`config.mk`:
```
export PLATFORM = sky130hd
export DESIGN_NAME = com_scan_shifter
export DESIGN_NICKNAME = d
export VERILOG_FILES = /design/src/rtl/cscan_pkg.sv /design/src/rtl/cscan_shift_core.sv /design/src/rtl/cscan_level_enc.sv /design/src/rtl/cscan_pin_roles.sv /design/src/rtl/com_scan_shifter.sv
export SDC_FILE = /design/constraint.sdc
export NUM_CORES = 1
export LEC_CHECK = 0
export CORE_UTILIZATION = 25
export DETAILED_ROUTE_END_ITERATION = 6
export GPL_ROUTABILITY_DRIVEN = 0
export PLACE_DENSITY = 0.57
export SLEW_MARGIN = 15
export SYNTH_ARGS = -nofsm -noshare
export SYNTH_HDL_FRONTEND = slang
export SYNTH_HIERARCHICAL = 1
export SYNTH_SLANG_ARGS = --single-unit
```
`constraint.sdc`:
```
create_clock -name clk -period 3.7 [get_ports clk]
set_input_delay 0.37 -clock clk [delete_from_list [all_inputs] [get_ports clk]]
set_output_delay 0.37 -clock clk [all_outputs]
set_load 0.01 [all_outputs]
```
`src/rtl/cscan_pkg.sv`:
```
package cscan_pkg;
    typedef enum logic {
        SHIFT_LEFT  = 1'b0,
        SHIFT_RIGHT = 1'b1
    } shift_dir_e;

    typedef enum logic [1:0] {
        LVL_OFF   = 2'b00,
        LVL_PLAIN = 2'b10,
        LVL_FLIP  = 2'b11
    } lvl_code_e;
endpackage

```
`src/rtl/cscan_shift_core.sv`:
```
module cscan_shift_core
    import cscan_pkg::*;
#(
    parameter int ROWS  = 160,
    parameter int SPLIT = ROWS / 2
) (
    input  logic            clk,
    input  logic            rst_n,
    input  logic            step,
    input  logic            blank_n,
    input  shift_dir_e      dir,
    input  logic            split_mode,
    input  logic            head_in,
    input  logic            tail_in,
    input  logic            mid_in,
    output logic [ROWS-1:0] bits_o,
    output logic            hold_o
);
    typedef struct packed {
        logic [ROWS-1:0] bits;
        logic            hold;
    } core_st_t;

    core_st_t st_d, st_q;

    always_comb begin
        st_d = st_q;
        if (!blank_n) begin
            st_d.bits = '0;
            st_d.hold = 1'b1;
        end else if (step) begin
            st_d.hold = 1'b0;
            if (dir == SHIFT_RIGHT) begin
                st_d.bits = {st_q.bits[ROWS-2:0], head_in};
                if (split_mode) st_d.bits[SPLIT] = mid_in;
            end else begin
                st_d.bits = {tail_in, st_q.bits[ROWS-1:1]};
                if (split_mode) st_d.bits[SPLIT-1] = mid_in;
            end
        end
    end

    always_ff @(posedge clk or negedge rst_n) begin
        if (!rst_n) begin
            st_q.bits <= '0;
            st_q.hold <= 1'b1;
        end else begin
            st_q <= st_d;
        end
    end

    assign bits_o = st_q.bits;
    assign hold_o = st_q.hold;

    a_r2_right_walk: assert property (@(posedge clk) disable iff (!rst_n)
        (step && blank_n && dir == SHIFT_RIGHT && !split_mode) |=>
        (st_q.bits[ROWS-1:1] == $past(st_q.bits[ROWS-2:0])) && (st_q.bits[0] == $past(head_in)));

    a_r3_left_walk: assert property (@(posedge clk) disable iff (!rst_n)
        (step && blank_n && dir == SHIFT_LEFT && !split_mode) |=>
        (st_q.bits[ROWS-2:0] == $past(st_q.bits[ROWS-1:1])) && (st_q.bits[ROWS-1] == $past(tail_in)));

    a_r4_split_entry_right: assert property (@(posedge clk) disable iff (!rst_n)
        (step && blank_n && dir == SHIFT_RIGHT && split_mode) |=> st_q.bits[SPLIT] == $past(mid_in));

    a_r5_split_entry_left: assert property (@(posedge clk) disable iff (!rst_n)
        (step && blank_n && dir == SHIFT_LEFT && split_mode) |=> st_q.bits[SPLIT-1] == $past(mid_in));

    a_r7_idle_keeps: assert property (@(posedge clk) disable iff (!rst_n)
        (blank_n && !step) |=> $stable(st_q.bits));

    a_r8_blank_clears: assert property (@(posedge clk) disable iff (!rst_n)
        !blank_n |=> (st_q.bits == '0) && st_q.hold);

    a_r9_hold_until_step: assert property (@(posedge clk) disable iff (!rst_n)
        (st_q.hold && blank_n && !step) |=> st_q.hold);
endmodule

```
`src/rtl/cscan_level_enc.sv`:
```
module cscan_level_enc
    import cscan_pkg::*;
#(
    parameter int ROWS = 160
) (
    input  logic [ROWS-1:0]   bits,
    input  logic              hold,
    input  logic              blank_n,
    input  logic              frame_inv,
    output logic [2*ROWS-1:0] codes
);
    logic show;
    assign show = blank_n && !hold;

    for (genvar g = 0; g < ROWS; g++) begin : g_row
        always_comb begin
            if (!show)                 codes[2*g +: 2] = LVL_OFF;
            else if (bits[g] ^ frame_inv) codes[2*g +: 2] = LVL_FLIP;
            else                       codes[2*g +: 2] = LVL_PLAIN;
        end
    end
endmodule

```
`src/rtl/cscan_pin_roles.sv`:
```
module cscan_pin_roles
    import cscan_pkg::*;
(
    input  shift_dir_e dir,
    input  logic       low_bit,
    input  logic       high_bit,
    output logic       a_out,
    output logic       a_oe,
    output logic       b_out,
    output logic       b_oe
);
    always_comb begin
        a_out = low_bit;
        b_out = high_bit;
        a_oe  = (dir == SHIFT_LEFT);
        b_oe  = (dir == SHIFT_RIGHT);
    end
endmodule

```
`src/rtl/com_scan_shifter.sv`:
```
module com_scan_shifter
    import cscan_pkg::*;
#(
    parameter int ROWS = 160
) (
    input  logic              clk,
    input  logic              rst_n,
    input  logic              step,
    input  logic              dir_right,
    input  logic              split_mode,
    input  logic              edge_a_in,
    output logic              edge_a_out,
    output logic              edge_a_oe,
    input  logic              edge_b_in,
    output logic              edge_b_out,
    output logic              edge_b_oe,
    input  logic              split_in,
    input  logic              blank_n,
    input  logic              frame_inv,
    output logic [2*ROWS-1:0] row_code
);
    localparam int SPLIT = ROWS / 2;

    shift_dir_e      dir;
    logic [ROWS-1:0] bits;
    logic            hold;

    assign dir = shift_dir_e'(dir_right);

    cscan_shift_core #(.ROWS(ROWS), .SPLIT(SPLIT)) i_core (
        .clk        (clk),
        .rst_n      (rst_n),
        .step       (step),
        .blank_n    (blank_n),
        .dir        (dir),
        .split_mode (split_mode),
        .head_in    (edge_a_in),
        .tail_in    (edge_b_in),
        .mid_in     (split_in),
        .bits_o     (bits),
        .hold_o     (hold)
    );

    cscan_level_enc #(.ROWS(ROWS)) i_enc (
        .bits      (bits),
        .hold      (hold),
        .blank_n   (blank_n),
        .frame_inv (frame_inv),
        .codes     (row_code)
    );

    cscan_pin_roles i_pins (
        .dir      (dir),
        .low_bit  (bits[0]),
        .high_bit (bits[ROWS-1]),
        .a_out    (edge_a_out),
        .a_oe     (edge_a_oe),
        .b_out    (edge_b_out),
        .b_oe     (edge_b_oe)
    );

    a_r8_off_codes: assert property (@(posedge clk) disable iff (!rst_n)
        !blank_n |-> row_code == '0);

    a_r6_single_driver: assert property (@(posedge clk) disable iff (!rst_n)
        $countones({edge_a_oe, edge_b_oe}) == 1);

    a_r6_cascade_out: assert property (@(posedge clk) disable iff (!rst_n)
        (blank_n && step && dir_right && !split_mode) |=> edge_b_out == $past(bits[ROWS-2]));
endmodule

```
# Yosys cells after proc, flatten, opt, wreduce, memory -nomap -nowiden
# Cells that the tools add are included.
[totals]
reg_bits = 161
in_bits = 10
output_inout_bits = 324
[op_classes]
n_eq_ne = 1
muxes = 325
n_bitwise = 161
n_reduce_logical = 2
[op_table]
columns = ["cell", "n"]
rows = [
  ["2-to-1 mux 161 bit", 2],
  ["2-to-1 mux 2 bit", 160],
  ["2-to-1 mux 1 bit", 162],
  ["2-to-1 mux 160 bit", 1],
  ["bitwise XOR 1 bit", 160],
  ["inequality test 2 bit, second input constant", 1],
  ["logical AND 1 bit", 1],
  ["logical NOT 1 bit", 1],
  ["NOT 1 bit", 1],
]

# Logic depth before layout (Yosys ltp)
# Gate-level depths: netlist of the first run.
[logic_depth]
word_depth = 4
ltp_mapped = 6
mapped_depth_nobuf = 2

# Modules after synthesis
# Netlist of the first run, hierarchy kept.
[modules_own_cells]
columns = ["module", "instances", "cells_each", "area_each_um2", "seq_area_each_um2"]
rows = [
  ["cscan_shift_core", 1, 719, 7644.8, 4030.1],
  ["cscan_level_enc", 1, 518, 3509.6, 0.0],
  ["cscan_pin_roles", 1, 4, 26.3, 0.0],
]

# Worst setup path after synthesis of the first run
# OpenSTA, ideal clock, no wires.
[synth_timing]
path_kind = "register -> output"
start = "register i_core/hold_o (netlist name)"
end = "output row_code[101]"
arrival_time_ns = 3.633
slack_ns = -0.303
path_stages_with_launch = 7
n_path_buf = 4
cell_sequence = "dfstp_2 > nand2b_1 > buf_2 > buf_2 > buf_2 > inv_1 > buf_4"
[synth_between]
elab_chain_cells = 3
[synth_lines]
columns = ["element", "line", "source"]
rows = [
  ["logical NOT 1 bit", "cscan_level_enc.sv:13", "assign show = blank_n && !hold;"],
  ["logical AND 1 bit", "cscan_level_enc.sv:13", ""],
  ["named net i_enc.show", "cscan_level_enc.sv:12", "logic show;"],
  ["2-to-1 mux 2 bit", "cscan_level_enc.sv:17", "if (!show) codes[2*g +: 2] = LVL_OFF;"],
  ["end, declared", "com_scan_shifter.sv:20", "output logic [2*ROWS-1:0] row_code"],
]
# The timed path passes the listed nets, and every way through them passes these cells.

# Final worst setup path of the first run
[layout_timing]
start = "register i_core/hold_o (netlist name)"
end = "output row_code[201]"
[layout_between]
elab_chain_cells = 3
[layout_lines]
columns = ["element", "line"]
rows = [
  ["logical NOT 1 bit", "cscan_level_enc.sv:13"],
  ["logical AND 1 bit", "cscan_level_enc.sv:13"],
  ["2-to-1 mux 2 bit", "cscan_level_enc.sv:17"],
]
# Every way passes these cells.

==> results.toml, run 1 <==
[logic_synthesis]
synthMuxAreaShare_pct = 14.3
synth-seq-area-share_pct = 36.0
syn_inst = 1241
synthAdderAreaFrac_pct = 0
synth_xor_area_share_pct = 12.5
synth-simple-area-share_pct = 5.81
syn_area_mm2 = 0.0112
synth_seq_cells = 161
synth_top_family_by_area = "buffers and inverters"
synth_compound_area_share_pct = 14.3
syn_avg_cell_area_um2 = 9.01
ys_types = 22
yosysWarnings = 6
syn_nets = 1251

[worst_setup_path]
cp.required_ns = 3.33
ff2ff_setup_slack_ns = 2.84
end_kind = "primary output"
critPathMaxFanout = 160
arrival_ns = 2.87
crit_slowest_cell = "clkdlybuf4s50_1"
startpoint_type = "flip-flop"
path_class = "flip-flop to primary output"
crit_buf_inv = 3
crit_chain = "nand2b_4 -> clkinvlp_4 -> buf_6 -> clkdlybuf4s50_1"
cp_top_family = "buffers and inverters"
cp_slowest_stage_delay_ns = 0.69

[power]
pwr-share-clk_pct = 34.9
intPower_mw = 3.40
leakage_nw = 5.53
power.density_mw_per_mm2 = 342
ir_drop_v = 0.000261
pwr-share-comb_pct = 23.6
p_sw_mw = 1.45
p_seq_share_pct = 41.5
swShare_pct = 29.9

[routing]
via_per_inst = 4.40
drtIter0Drc = 442
drc_errors = 0
antenna_left = 0
wl_per_cell_um = 14.0
postRouteWirelength_um = 27300
first_pass_iters = 5
num_vias = 8562

[clocking]
clock-sinks = 161
ctsRootBufferMaster = "clkbuf_16"
cts_tree = "done"
clkTransAtPathRegs_ns = 0.06
insertion_delay_ns = 0.43
htreeDepth = 4
cts_buffers = 17
postCtsSetupRepairBufs = 0
max-clock-path-buffers = 2

[die]
ios = 334
rows = 77
start_util_pct = 25.3
die_h_um = 213
coreArea_mm2 = 0.0441
die_w_um = 213
dieArea_mm2 = 0.0456

[placed_design]
numPortBuffers = 333
place_area_mm2 = 0.0136
dpl.hpwl_um = 17100

[global_routing]
grt_overflow = 0
gr-usage-all-layers_pct = 11.6
grt_pass1_vias = 7678
grt_pass1_wl_um = 42600
antenna_found_initial = 0
grt_start_max_net_pins = 176

[sta]
worstMarginPinSlew_ns = 1.13
period_minus_slack_ns = 3.24
min_period_over_period_pct = 87.7
hold_violations = 0
setup_tns_ns = 0
setup_viol = 0
max_freq_mhz = 308
slew_headroom_pct = 24.6
rsz0062_at_grt = "false"
skew_ns = 0.00803
slew_viol_final = 0

[hold_path]
hold_path_class = "input port to flip-flop"

[final_layout]
diodes = 0
synthToLayoutAreaGrowth_pct = 26.6
final_util_pct = 32.1
design_area_mm2 = 0.0141
layout-drive-gt1-share_pct = 4.14
layout.nets = 1350

[outcome]
status = "finished, final reports clean"

[flow_run]
drv_cap = 0
==> layer usage <==
metal  vias to the layer above  GRT usage (%)  wire [um]
met5                         -              0          0
met4                         0           2.93        196
met3                        12           2.80       1720
met2                       297           17.8      12100
met1                      4041           16.3      13300
li1                       4212              -          -
==> layout make-up <==
class / instances / area, um2
Tap cell: 592 / 741
Clock buffer: 23 / 498
Clock inverter: 9 / 55.1
Sequential cell: 161 / 4030
Timing Repair Buffer: 351 / 3550
Fill cell: 4651 / 30000
Inverter: 3 / 15.0
Multi-Input combinational cell: 806 / 5260
==> kinds of logic after synthesis <==
logic type / Yosys count
flops: 161
compound gates: 319
xor+xnor: 160
mux: 160
buf+inv: 274
simple gates: 167
==> synth_stat cells, drive strengths merged <==
| cell | instances | area (um2) |
|---|---|---|
| buf | 220 | 1690 |
| dfrtp | 160 | 4000 |
| mux2i | 160 | 1600 |
| nor2 | 160 | 601 |
| xnor2 | 160 | 1400 |
| o21ai | 159 | 796 |
| a21oi | 158 | 791 |
| clkbuf | 51 | 194 |
| inv | 3 | 11.3 |
| nand3b | 3 | 22.5 |
| o211ai | 2 | 15.0 |
| dfstp | 1 | 26.3 |
| nand2b | 1 | 6.26 |
| nand3 | 1 | 5.00 |
| nand4 | 1 | 6.26 |
| nand4b | 1 | 8.76 |
==> worst paths after layout <==
check,end,cells after the start,start
max in group asynchronous,i_core/bits_o[115],3,rst_n
min,i_core/bits_o[32],2,step
max,row_code[201],4,i_core/hold_o
max reg2reg,i_core/bits_o[113],2,i_core/bits_o[113]
min in group asynchronous,i_core/bits_o[21],2,rst_n
min reg2reg,i_core/hold_o,2,i_core/hold_o
==> through the flow <==
stage / power, mW / hold slack [ns] / setup WS, ns / std cells
final: 4.84 / 0.393 / 0.457 / 1945
after global routing: 5.13 / 0.395 / 0.181 / 1945
after CTS: 4.94 / 0.369 / 0.0313 / 1945
after detailed placement: 3.20 / 0.300 / 0.509 / 1912
after global placement: 3.19 / 0.295 / 0.677 / 1912
after floorplan: 2.84 / 0.0744 / 0.304 / 1241
==> layout by cell type (no fill, tap or decap), types with 3 or more instances in the layout <==
| cell | count |
|---|---|
| clkdlybuf4s50_1 | 328 |
| mux2i_1 | 160 |
| dfrtp_1 | 160 |
| xnor2_1 | 160 |
| nor2_1 | 160 |
| a21oi_1 | 158 |
| o21ai_0 | 157 |
| clkbuf_16 | 17 |
| buf_4 | 12 |
| clkinv_2 | 6 |
| clkbuf_8 | 6 |
| buf_12 | 5 |
| nand3b_1 | 3 |
==> what timing repair did <==
action / 4_1_cts / 5_1_grt
endpoints found under the setup margin: 0 / 0
gates resized for setup: 0 / 0
endpoints found under the hold margin: 33 / 0
hold buffers: 1 / 0
==> flip-flops by register name (all words and copies together), names as in the netlist <==
name	cells
i_core/bits_o	160
i_core/hold_o	1
==> power groups by stage <==
stage	Clock, mW	Sequential, mW	Combinational [mW]
final	1.69	2.01	1.14
after global routing	1.83	2.03	1.26
after CTS	1.76	2.01	1.17
after detailed placement	0	2.04	1.16
after global placement	0	2.04	1.14
after floorplan	0	2.00	0.847
Power figures use the tool's default switching activity.
==> inputs of run 2 (changes only) <==
- CORE_MARGIN: default -> 2
- CORE_UTILIZATION: 25 -> 44
- PLACE_DENSITY: 0.57 -> 0.85
==> results.toml, run 2 (synthesized netlist as in run 1, its figures left out) <==
[outcome]
status = "finished, violations left"
violations = "negative hold slack"

[routing]
via_per_inst = 5.13
first_pass_iters = 5
drtIter0Drc = 679
wl_per_cell_um = 15.2
antenna_left = 0
num_vias = 8600
postRouteWirelength_um = 25500
drc_errors = 0

[placed_design]
numPortBuffers = 333
pre_cts_ws_ns = 1.05
dpl.hpwl_um = 16000
place_area_mm2 = 0.0133
place_inst = 1647

[die]
die_h_um = 163
start_util_pct = 44.7
dieArea_mm2 = 0.0267
ios = 334
rows = 58
coreArea_mm2 = 0.0250
die_w_um = 163

[clocking]
cts_hold_buf = 0
cts_buffers = 17
insertion_delay_ns = 0.41
postCtsSetupRepairBufs = 0
clkTransAtPathRegs_ns = 0.07
clock-sinks = 161
htreeDepth = 4
max-clock-path-buffers = 2
ctsRootBufferMaster = "clkbuf_16"
cts_tree = "done"
cts.repair.resized = 0

[final_layout]
layout-drive-gt1-share_pct = 3.93
final_util_pct = 55.3
synthToLayoutAreaGrowth_pct = 23.8
final_cell_mix = "clkdlybuf4s50_1, mux2i_1, dfrtp_1, xnor2_1, nor2_1"
layoutNonFillerInstCount = 1678
largest_reg_flops = 160
layout_commonest_cell = "clkdlybuf4s50_1"
diodes = 0
layout.nets = 1346
design_area_mm2 = 0.0138

[global_routing]
grt_start_max_net_pins = 161
grt_pass1_wl_um = 39900
grt_pass1_vias = 7660
antenna_found_initial = 0
gr-usage-all-layers_pct = 18.2
grt_overflow = 0

[sta]
setup_ws_ns = 0.886
period_minus_slack_ns = 2.81
skew_ns = 0.00655
worstMarginPinSlew_ns = 1.10
rsz0062_at_grt = "false"
max_freq_mhz = 355
slew_viol_final = 0
slew_headroom_pct = 26.8
min_period_over_period_pct = 76.0
hold_violations = 6
hold_ws_ns = -0.00286
setup_viol = 0
setup_tns_ns = 0

[worst_setup_path]
startpoint_type = "flip-flop"
ff2ff_setup_slack_ns = 2.81
crit_slowest_cell = "dfstp_2"
r2r_start = "i_core/bits_o[46]"
cp.required_ns = 3.33
arrival_ns = 2.44
critPathMaxFanout = 142
path_class = "flip-flop to primary output"
critPathLaunch = "i_core/hold_o"
end_kind = "primary output"
cp_slowest_stage_delay_ns = 0.52
crit_chain = "nand2b_4 -> buf_12 -> nor2_1 -> clkdlybuf4s50_1"

[power]
leakage_nw = 5.53
power.density_mw_per_mm2 = 355
ir_drop_v = 0.000252
finalPower_mw = 4.92

[hold_path]
hold_path_class = "input port to asynchronous set/reset pin"

[flow_run]
drv_cap = 0
[run 2: path summary, 6_finish.rpt]
kind                                     end  depth (start not counted)
min in group clk               i_core/hold_o                          2
max reg2reg                i_core/bits_o[46]                          2
min reg2reg                    i_core/hold_o                          2
min                        i_core/bits_o[14]                          1
max                             row_code[48]                          4
max in group asynchronous  i_core/bits_o[33]                          2
[run 2: critical path: cells and delay by family, from the launching register on]
kind	cells	cell delay, ns
buf+inv	2	0.94
simple gates	2	0.42
flops	1	0.52
[run 2: cell type report]
type,instances,area (um2)
Tap cell,330,413
Clock inverter,13,151
Multi-Input combinational cell,806,5260
Clock buffer,18,439
Sequential cell,161,4030
Inverter,3,15.0
Timing Repair Buffer,347,3540
Fill cell,2142,11200
[run 2: power by group]
part / internal [mW] / switching [mW] / leakage, nW
registers: 1.87 / 0.143 / 2.13
clock network: 1.02 / 0.747 / 0.282
logic: 0.580 / 0.558 / 3.11
total: 3.47 / 1.45 / 5.53
[run 2: layer usage]
layer,global-route usage [%],vias up,share of wire (%)
met2,29.3,303,48
met5,0,-,0
met1,24.5,4085,43
met3,4.29,28,7.5
li1,-,4184,-
met4,4.87,0,1.4
